$ cat config.mk
export PLATFORM = sky130hd
export DESIGN_NAME = dbell_mbox
export DESIGN_NICKNAME = d
export VERILOG_FILES = /design/src/rtl/mbox_pkg.sv /design/src/rtl/mbox_edge.sv /design/src/rtl/mbox_side.sv /design/src/rtl/dbell_mbox.sv
export SDC_FILE = /design/constraint.sdc
export NUM_CORES = 1
export LEC_CHECK = 0
export BUFFER_PORTS_ARGS = -buffer_cell sky130_fd_sc_hd__clkbuf_2
export CAP_MARGIN = 5
export CORE_MARGIN = 5
export CORE_UTILIZATION = 46
export CTS_BUF_LIST = sky130_fd_sc_hd__clkbuf_16
export CTS_CLUSTER_DIAMETER = 50
export CTS_CLUSTER_SIZE = 12
export DETAILED_ROUTE_END_ITERATION = 12
export PLACE_DENSITY = 0.61
export SKIP_CTS_REPAIR_TIMING = 1
export SLEW_MARGIN = 20
export SYNTH_ARGS = -nofsm -noshare
export SYNTH_HDL_FRONTEND = slang
export SYNTH_SLANG_ARGS = --single-unit
$ cat constraint.sdc
create_clock -name clk -period 4.9 [get_ports clk]
set_input_delay 0.49 -clock clk [delete_from_list [all_inputs] [get_ports clk]]
set_output_delay 0.49 -clock clk [all_outputs]
set_load 0.05 [all_outputs]
$ cat src/rtl/mbox_pkg.sv
package mbox_pkg;
  // control bit positions shared by transmit and receive control registers
  localparam int unsigned FLAG_BIT = 0;
  localparam int unsigned ACK_BIT  = 1;
  // block numbers inside the per-side address space
  localparam int unsigned BLK_TX   = 0;
  localparam int unsigned BLK_CTL  = 1;
  localparam int unsigned BLK_RX   = 2;
  // register slots inside the control block
  localparam int unsigned SLOT_TXCTL = 0;
  localparam int unsigned SLOT_RXCTL = 1;
  localparam int unsigned SLOT_INT   = 2;
endpackage

$ cat src/rtl/mbox_edge.sv
module mbox_edge (
  input  logic clk,
  input  logic rst_n,
  input  logic level,
  input  logic enable,
  output logic pulse
);
  logic level_q;

  always_ff @(posedge clk or negedge rst_n) begin
    if (!rst_n) level_q <= 1'b0;
    else        level_q <= level;
  end

  assign pulse = enable & level & ~level_q;
endmodule

$ cat src/rtl/mbox_side.sv
module mbox_side #(
  parameter int unsigned DATA_W  = 32,
  parameter int unsigned N_WORDS = 4,   // power of two, at least 4
  parameter int unsigned ADDR_W  = 4
) (
  input  logic                              clk,
  input  logic                              rst_n,
  input  logic [ADDR_W-1:0]                 addr,
  input  logic                              we,
  input  logic [DATA_W/8-1:0]               be,
  input  logic [DATA_W-1:0]                 wdata,
  output logic [DATA_W-1:0]                 rdata,
  output logic [N_WORDS-1:0][DATA_W-1:0]    tx_words,
  output logic                              tx_valid,
  input  logic [N_WORDS-1:0][DATA_W-1:0]    rx_words,
  input  logic                              rx_valid,
  input  logic                              peer_rack,
  output logic                              rack,
  output logic                              irq_msg,
  output logic                              irq_ack
);
  import mbox_pkg::*;

  localparam int unsigned BE_W  = DATA_W / 8;
  localparam int unsigned IDX_W = (N_WORDS > 4) ? $clog2(N_WORDS) : 2;
  localparam int unsigned BLK_W = ADDR_W - IDX_W;

  logic [BLK_W-1:0] blk;
  logic [IDX_W-1:0] idx;
  logic             ctl_wr0;
  logic             word_wr;
  logic [1:0]       int_en;

  assign blk     = addr[ADDR_W-1:IDX_W];
  assign idx     = addr[IDX_W-1:0];
  assign ctl_wr0 = we && be[0] && (blk == BLK_W'(BLK_CTL));
  assign word_wr = we && (blk == BLK_W'(BLK_TX)) && !tx_valid;

  // transmit words, locked while this side's message is posted
  for (genvar w = 0; w < N_WORDS; w++) begin : g_word
    logic [DATA_W-1:0] word_q;
    always_ff @(posedge clk or negedge rst_n) begin
      if (!rst_n) begin
        word_q <= '0;
      end else if (word_wr && idx == IDX_W'(w)) begin
        for (int b = 0; b < BE_W; b++) begin
          if (be[b]) word_q[b*8 +: 8] <= wdata[b*8 +: 8];
        end
      end
    end
    assign tx_words[w] = word_q;
  end

  // control state: own valid, receive-acknowledge, interrupt enables
  always_ff @(posedge clk or negedge rst_n) begin
    if (!rst_n) begin
      tx_valid <= 1'b0;
      rack     <= 1'b0;
      int_en   <= 2'b00;
    end else begin
      if (ctl_wr0 && idx == IDX_W'(SLOT_TXCTL)) tx_valid <= wdata[FLAG_BIT];
      if (!rx_valid)
        rack <= 1'b0;
      else if (ctl_wr0 && idx == IDX_W'(SLOT_RXCTL))
        rack <= wdata[ACK_BIT];
      if (ctl_wr0 && idx == IDX_W'(SLOT_INT)) int_en <= wdata[1:0];
    end
  end

  // read mux
  always_comb begin
    rdata = '0;
    if (blk == BLK_W'(BLK_TX)) begin
      rdata = tx_words[idx];
    end else if (blk == BLK_W'(BLK_RX)) begin
      rdata = rx_words[idx];
    end else if (blk == BLK_W'(BLK_CTL)) begin
      if (idx == IDX_W'(SLOT_TXCTL)) begin
        rdata[FLAG_BIT] = tx_valid;
        rdata[ACK_BIT]  = peer_rack;
      end else if (idx == IDX_W'(SLOT_RXCTL)) begin
        rdata[FLAG_BIT] = rx_valid;
        rdata[ACK_BIT]  = rack;
      end else if (idx == IDX_W'(SLOT_INT)) begin
        rdata[1:0] = int_en;
      end
    end
  end

  mbox_edge u_msg_edge (
    .clk    (clk),
    .rst_n  (rst_n),
    .level  (rx_valid),
    .enable (int_en[0]),
    .pulse  (irq_msg)
  );

  mbox_edge u_ack_edge (
    .clk    (clk),
    .rst_n  (rst_n),
    .level  (peer_rack),
    .enable (int_en[1]),
    .pulse  (irq_ack)
  );
endmodule

$ cat src/rtl/dbell_mbox.sv
module dbell_mbox #(
  parameter int unsigned DATA_W  = 32,
  parameter int unsigned N_WORDS = 4,
  parameter int unsigned ADDR_W  = 4
) (
  input  logic                clk,
  input  logic                rst_n,
  input  logic [ADDR_W-1:0]   g_addr,
  input  logic                g_we,
  input  logic [DATA_W/8-1:0] g_be,
  input  logic [DATA_W-1:0]   g_wdata,
  output logic [DATA_W-1:0]   g_rdata,
  output logic                g_irq_msg,
  output logic                g_irq_ack,
  input  logic [ADDR_W-1:0]   h_addr,
  input  logic                h_we,
  input  logic [DATA_W/8-1:0] h_be,
  input  logic [DATA_W-1:0]   h_wdata,
  output logic [DATA_W-1:0]   h_rdata,
  output logic                h_irq_msg,
  output logic                h_irq_ack
);
  logic [N_WORDS-1:0][DATA_W-1:0] g_words, h_words;
  logic g_valid, h_valid, g_rack, h_rack;

  mbox_side #(.DATA_W(DATA_W), .N_WORDS(N_WORDS), .ADDR_W(ADDR_W)) u_guest (
    .clk       (clk),
    .rst_n     (rst_n),
    .addr      (g_addr),
    .we        (g_we),
    .be        (g_be),
    .wdata     (g_wdata),
    .rdata     (g_rdata),
    .tx_words  (g_words),
    .tx_valid  (g_valid),
    .rx_words  (h_words),
    .rx_valid  (h_valid),
    .peer_rack (h_rack),
    .rack      (g_rack),
    .irq_msg   (g_irq_msg),
    .irq_ack   (g_irq_ack)
  );

  mbox_side #(.DATA_W(DATA_W), .N_WORDS(N_WORDS), .ADDR_W(ADDR_W)) u_host (
    .clk       (clk),
    .rst_n     (rst_n),
    .addr      (h_addr),
    .we        (h_we),
    .be        (h_be),
    .wdata     (h_wdata),
    .rdata     (h_rdata),
    .tx_words  (h_words),
    .tx_valid  (h_valid),
    .rx_words  (g_words),
    .rx_valid  (g_valid),
    .peer_rack (g_rack),
    .rack      (h_rack),
    .irq_msg   (h_irq_msg),
    .irq_ack   (h_irq_ack)
  );
endmodule

==> run metrics, run 1 <==
outcome finished, final reports clean; post-synth net total between 1000 and 1500; Worst setup SP type input port; initial drt markers between 400 and 500; Synth top area share between 40% and 50%; dominant cell type by area after synthesis dfrtp_1; NumNets Final between 1000 and 1500; gpl congestion 0.7446; initial core utilization between 40% and 50%; post-route clock period utilization between 60% and 70%; Hold Violations, Final 0; Hold Path Class in -> async; crit-path cells buf_4 -> buf_4 -> mux4_2 -> mux2i_1 -> nor2_1 -> clkbuf_2; DP Area 15650 um2; Util after Layout between 50% and 60%; Syn Area/Cell ~16 um2; Fin Clk Skew around 0.0097 ns; via count between 8000 and 9000; layout cell share with drive strength beyond 1 about three fifths; drt first pass iters 4; synthesis-to-layout area growth 16.12%; Max-cap violations 0; sequential fraction of the synthesis area between 40% and 50%; grt ovf 0; Die X approximately 190 um; pwr dens between 400 and 500 nW/um2; Die H roughly 190 um; mapped cell area 14500 um2; DR WL/cell ~24 um; RSZ-0062 raised after global routing false; IO Pins around 150; number of global-route vias before repair 9726; CP top delay family buffers and inverters; synth unique cells 37; Worst-path clk slew 0.05 ns; antenna viol nets, final 0; clock tree buffer depth 3; buffers and inverters on the worst path 3; CP Max Fanout 45; post-DR vias/cell just under 6; CTS Buf Count 36; clk_lat worst skew roughly 0.5 ns; Rows 65; synthesized instance count 920; H-tree depth 2; Clock Tree Root clkbuf_16; number of synthesized register bits ~270; gr usage total 21.12%; WS Path Type in -> out; Final Total Pwr roughly 6.8 mW; Design Area, Final roughly 17000 um2; core area ~31000 um2; Fin Setup TNS 0 ns; Synth warnings 0; Critical Path RT 4.41 ns; port buffer count 151; Max rail drop VDD just over 0.3 mV; first-pass GRT wire length 57.96 mm; Arr. time, crit path about 2.6 ns; Sink Count 268; Worst path depth 6; Hold Worst Slack approximately 0.053 ns; die area about 35000 um2; initial antenna violation count 7; CTS tree yes; leading post-synthesis cells by cell area dfrtp_1 (46%), mux4_2 (20%), mux2_2 (19%); Static Leakage 7.839 nW; CP max-delay cell buf_4; routed wire length 36.52 mm; largest net degree at the start of global routing between 100 and 150; crit-path max cell delay a little over 0.6 ns; hpwl dp roughly 24 mm; fmax ~320 MHz; Slew @ Worst Pin 0.9536 ns; r2r worst-path depth 3; Final setup viols 0; fin crit period between 3 and 4 ns; reg-to-reg critical path endpoint u_guest.g_word[1].word_q[14]$_DFFE_PN0P_; Final Max Tran Viols 0; reg2reg setup slack roughly 2.6 ns; Top cell by count, worst path buf_4; Crit. End Element output port; DR DRC count 0; r2r startpoint u_guest.tx_valid$_DFFE_PN0P_; worst rel slew slack 36.43%
sequential cells by signal (all words and copies together) (netlist names), 2 cells and up:
signal	count
u_guest.int_en	2
u_guest.g_word.word_q	128
u_host.g_word.word_q	128
u_host.int_en	2
synth_stat cells:
cell type and number:
a31o_2 1, nor2_1 66, nand2b_1 1, nor3_1 1
nor2b_1 5, nand3_4 10, a21bo_2 2, a221oi_1 2
buf_4 1, a21oi_1 2, buf_12 1, nor4b_4 1
inv_1 3, nand4_2 4, nand4b_1 1, dfrtp_1 268
nand3_1 2, mux2_2 247, a2bb2oi_1 2, and4b_1 2
nor4bb_1 1, buf_1 4, buf_6 4, nor4b_1 1
mux2i_1 64, mux4_2 128, o31ai_1 2, nor3b_1 1
nand2_1 6, nor2_2 2, mux2_4 16, and2_1 1
a21boi_0 1, clkbuf_1 20, buf_2 27, o22ai_1 2
nand3_2 18
placed cells by master (no fill, tap or decap), types with 2 or more instances in the layout:
| cell | instances |
|---|---|
| dfrtp_1 | 268 |
| mux2_2 | 247 |
| clkbuf_2 | 146 |
| mux4_2 | 128 |
| nor2_1 | 66 |
| mux2i_1 | 64 |
| clkbuf_16 | 37 |
| nand3_2 | 18 |
| buf_4 | 17 |
| mux2_4 | 16 |
| nand3_4 | 10 |
| clkinv_2 | 9 |
| inv_1 | 6 |
| nand2_1 | 6 |
| nor2b_1 | 5 |
| nand4_2 | 4 |
| inv_6 | 4 |
| bufinv_16 | 4 |
| clkinv_1 | 3 |
| clkinvlp_4 | 3 |
| buf_12 | 3 |
| diode_2 | 2 |
| a221oi_1 | 2 |
| o31ai_1 | 2 |
| a2bb2oi_1 | 2 |
| o22ai_1 | 2 |
| nor4b_4 | 2 |
| nor2_2 | 2 |
| and4b_1 | 2 |
| nand3_1 | 2 |
| a21bo_2 | 2 |
| a21oi_1 | 2 |
metal layers:
layer  GRT usage [%]  up-vias  wire, um
met5               0        -        57
met4           5.025       10       710
met3           4.207       51      1702
met2           34.75      194     17630
met1           29.32     4676     16430
li1                -     3876         -
cells by family (layout without fill, tap and decap cells):
group	Yosys count	in the layout	synth area share (%)
AO/OA/AOI/OAI	14	14	0.7510
flip-flops	268	268	46.27
other	0	2	0
AND/OR/NAND/NOR	123	123	5.697
buffers and inverters	60	233	2.132
multiplexers	455	455	45.15
layout make-up:
cell class / instances / area, um2
timing repair buffer: 167 / 933.4
clock buffer: 37 / 925.9
multi-input combinational: 592 / 7501
tap: 402 / 503.0
inverter: 3 / 11.26
sequential: 268 / 6706
antenna: 2 / 5.005
clock inverter: 26 / 245.2
fill: 2628 / 14480
worst max-delay path by stage:
stage	startpoint	end	slack, ns
detailed placement	g_addr[3]	u_guest.g_word[1].word_q[14]$_DFFE_PN0P_	1.68
global placement	g_addr[0]	g_rdata[16]	1.74
floorplan	h_addr[0]	h_rdata[0]	2.01
finish	g_addr[1]	g_rdata[24]	1.81
CTS	g_addr[0]	g_rdata[16]	1.75
global route	h_addr[0]	h_rdata[14]	1.65
power breakdown:
part	switching (mW)	leakage, nW	internal, mW
clock	0.997	0.587	1.59
combinational	0.692	3.73	0.723
sequential	0.243	3.53	2.57
through the flow:
step / instances / worst slack (ns)
after floorplan: 920 / 2.012
after global placement: 1432 / 1.740
after detailed placement: 1432 / 1.679
after CTS: 1495 / 1.746
after global routing: 1497 / 1.647
final: 1497 / 1.814
No activity file was read; power rests on OpenSTA's default activity.
==> inputs of run 2 (changes only) <==
clock period = 3.25 ns   (was 4.9 ns; I/O delays follow)
==> run 2 against run 1 <==
- flip-flop and latch count is the same
- cell area up 0.94%
- count of clock-buffer cells in the layout did not move
- die area stayed put
- clock power increased by 47%
- sequential share of layout area is 0.37 points lower
- cell count rose by 1.0%
- clock skew rose by 0.0026 ns
- first-iteration DRC count grew 4.1%
- combinational power increased by 51%
- sequential power increased by 51%
- largest cell class unchanged
==> run metrics, run 2 (same netlist as run 1, synthesis figures left out) <==
outcome finished, final reports clean; clk_lat worst skew roughly 0.52 ns; most frequent cells in the layout dfrtp_1 (268), mux2_2 (247), clkbuf_2 (144), mux4_2 (128), nor2_1 (66); Worst-path clk slew ~0.050 ns; Sink Count roughly 270; Rows 65; Clock Tree Root clkbuf_16; Final Total Pwr approximately 10 mW; H-tree depth 2; Hold Violations, Final 0; grt met2 use 35.44%; Max rail drop VDD 0.3942 mV; reg2reg setup slack 1.28 ns; gr usage total 21.16%; setup ws final roughly 0.54 ns; buffers and inverters on the worst path 3; Final Max Tran Viols 0; Util after Layout between 50% and 60%; post-DR vias/cell 5.876; IO Pins 152; clock tree buffer depth 3; Top cell by count, worst path buf_4; Fin Setup TNS 0 ns; Die H about 190 um; Critical Path RT 2.92 ns; CP top delay family buffers and inverters; layout cell share with drive strength beyond 1 just over 60%; Max-cap violations 0; number of global-route vias before repair around 10000; met3 Resource Use GR ~3.8%; Comb pwr share roughly a fifth; worst rel slew slack 45.24%; first-pass GRT wire length approximately 58 mm; fin crit period 2.708 ns; Worst path depth 6; Arr. time, crit path about 2.4 ns; CP max-delay cell buf_4; largest net degree at the start of global routing between 100 and 150; CTS tree yes; post-route clock period utilization a little over four fifths; antenna viol nets, final 0; Internal between 7 and 8 mW; Clk pwr share a little under two fifths; crit-path cells buf_4 -> buf_4 -> mux4_2 -> mux2i_1 -> nor2_1 -> clkbuf_2; sequential power share 41.6%; Die X roughly 190 um; commonest non-fill, non-tap cell in the layout dfrtp_1; routed wire length 36.55 mm; Final setup viols 0; initial core utilization between 40% and 50%; worst hold path depth 2; initial antenna violation count 3; busiest grt layer met2; CP Max Fanout 36; Static Leakage 7.918 nW; r2r worst-path depth 3; fmax between 300 and 400 MHz; core area 31310 um2; NetSw around 3 mW; via count roughly 9000; NumNets Final 1169; synthesis-to-layout area growth 17.21%; die area 35160 um2; WS Path Type in -> out; drt first pass iters 4; initial drt markers 430; Fin Clk Skew roughly 0.012 ns; pwr dens 601.2 nW/um2; Sw Share 29.03%; hpwl dp around 25 mm; Hold Path Class in -> reg; Slew @ Worst Pin between 0.8 and 0.9 ns; CTS Buf Count 36; DR DRC count 0; Worst setup SP type input port; grt ovf 0; Crit. End Element output port; worst slack at placement around 0.5 ns; Largest regs u_guest.g_word.word_q x128, u_host.g_word.word_q x128; crit-path max cell delay 0.59 ns; DR WL/cell 24.17 um; gpl congestion 0.8041; met1 Use GR between 20% and 30%; port buffer count about 150; RSZ-0062 raised after global routing false
## run 2: stage by stage
stage	std cells	hold slack [ns]	instance area [um2]
final	1512	0.08791	16990
after floorplan	920	0.02941	14500
after detailed placement	1448	0.4414	15830
after global routing	1512	0.08686	16990
after global placement	1448	0.4366	15830
after CTS	1510	-0.1047	16980
## run 2: final timing paths
path / start / to
worst min-delay path: h_wdata[3] / u_host.g_word[1].word_q[3]$_DFFE_PN0P_
worst max register to register: u_guest.tx_valid$_DFFE_PN0P_ / u_guest.g_word[0].word_q[14]$_DFFE_PN0P_
worst min register to register: u_guest.rack$_DFFE_PN0P_ / u_host.u_ack_edge.level_q$_DFF_PN0_
min in group asynchronous: rst_n / u_host.g_word[1].word_q[3]$_DFFE_PN0P_
max in group asynchronous: rst_n / u_guest.g_word[1].word_q[11]$_DFFE_PN0P_
worst max-delay path: g_addr[0] / g_rdata[29]
## run 2: metal layers
| layer | share of wire (%) | routed length, um |
|---|---|---|
| met1 | 43 | 15720 |
| met2 | 50 | 18110 |
| met3 | 5.5 | 2000 |
| met4 | 1.9 | 695 |
| met5 | 0.074 | 27 |
## run 2: final cells by class
type                    instances  area (um2)
diodes                          1       2.502
clock buffers                  37       925.9
clock inverters                25       217.7
fillers                      2605       14320
inverters                       3       11.26
multi-input cells             592        7492
flip-flops and latches        268        6706
well taps                     402       503.0
repair buffers                184        1131
## run 2: power groups by stage
stage               logic (mW)  registers [mW]  clock network, mW
floorplan                 1.67            4.17                  0
global placement          2.15            4.29                  0
detailed placement        2.18            4.31                  0
CTS                       2.18            4.25               3.90
global route              2.32            4.33               4.05
finish                    2.15            4.25               3.81
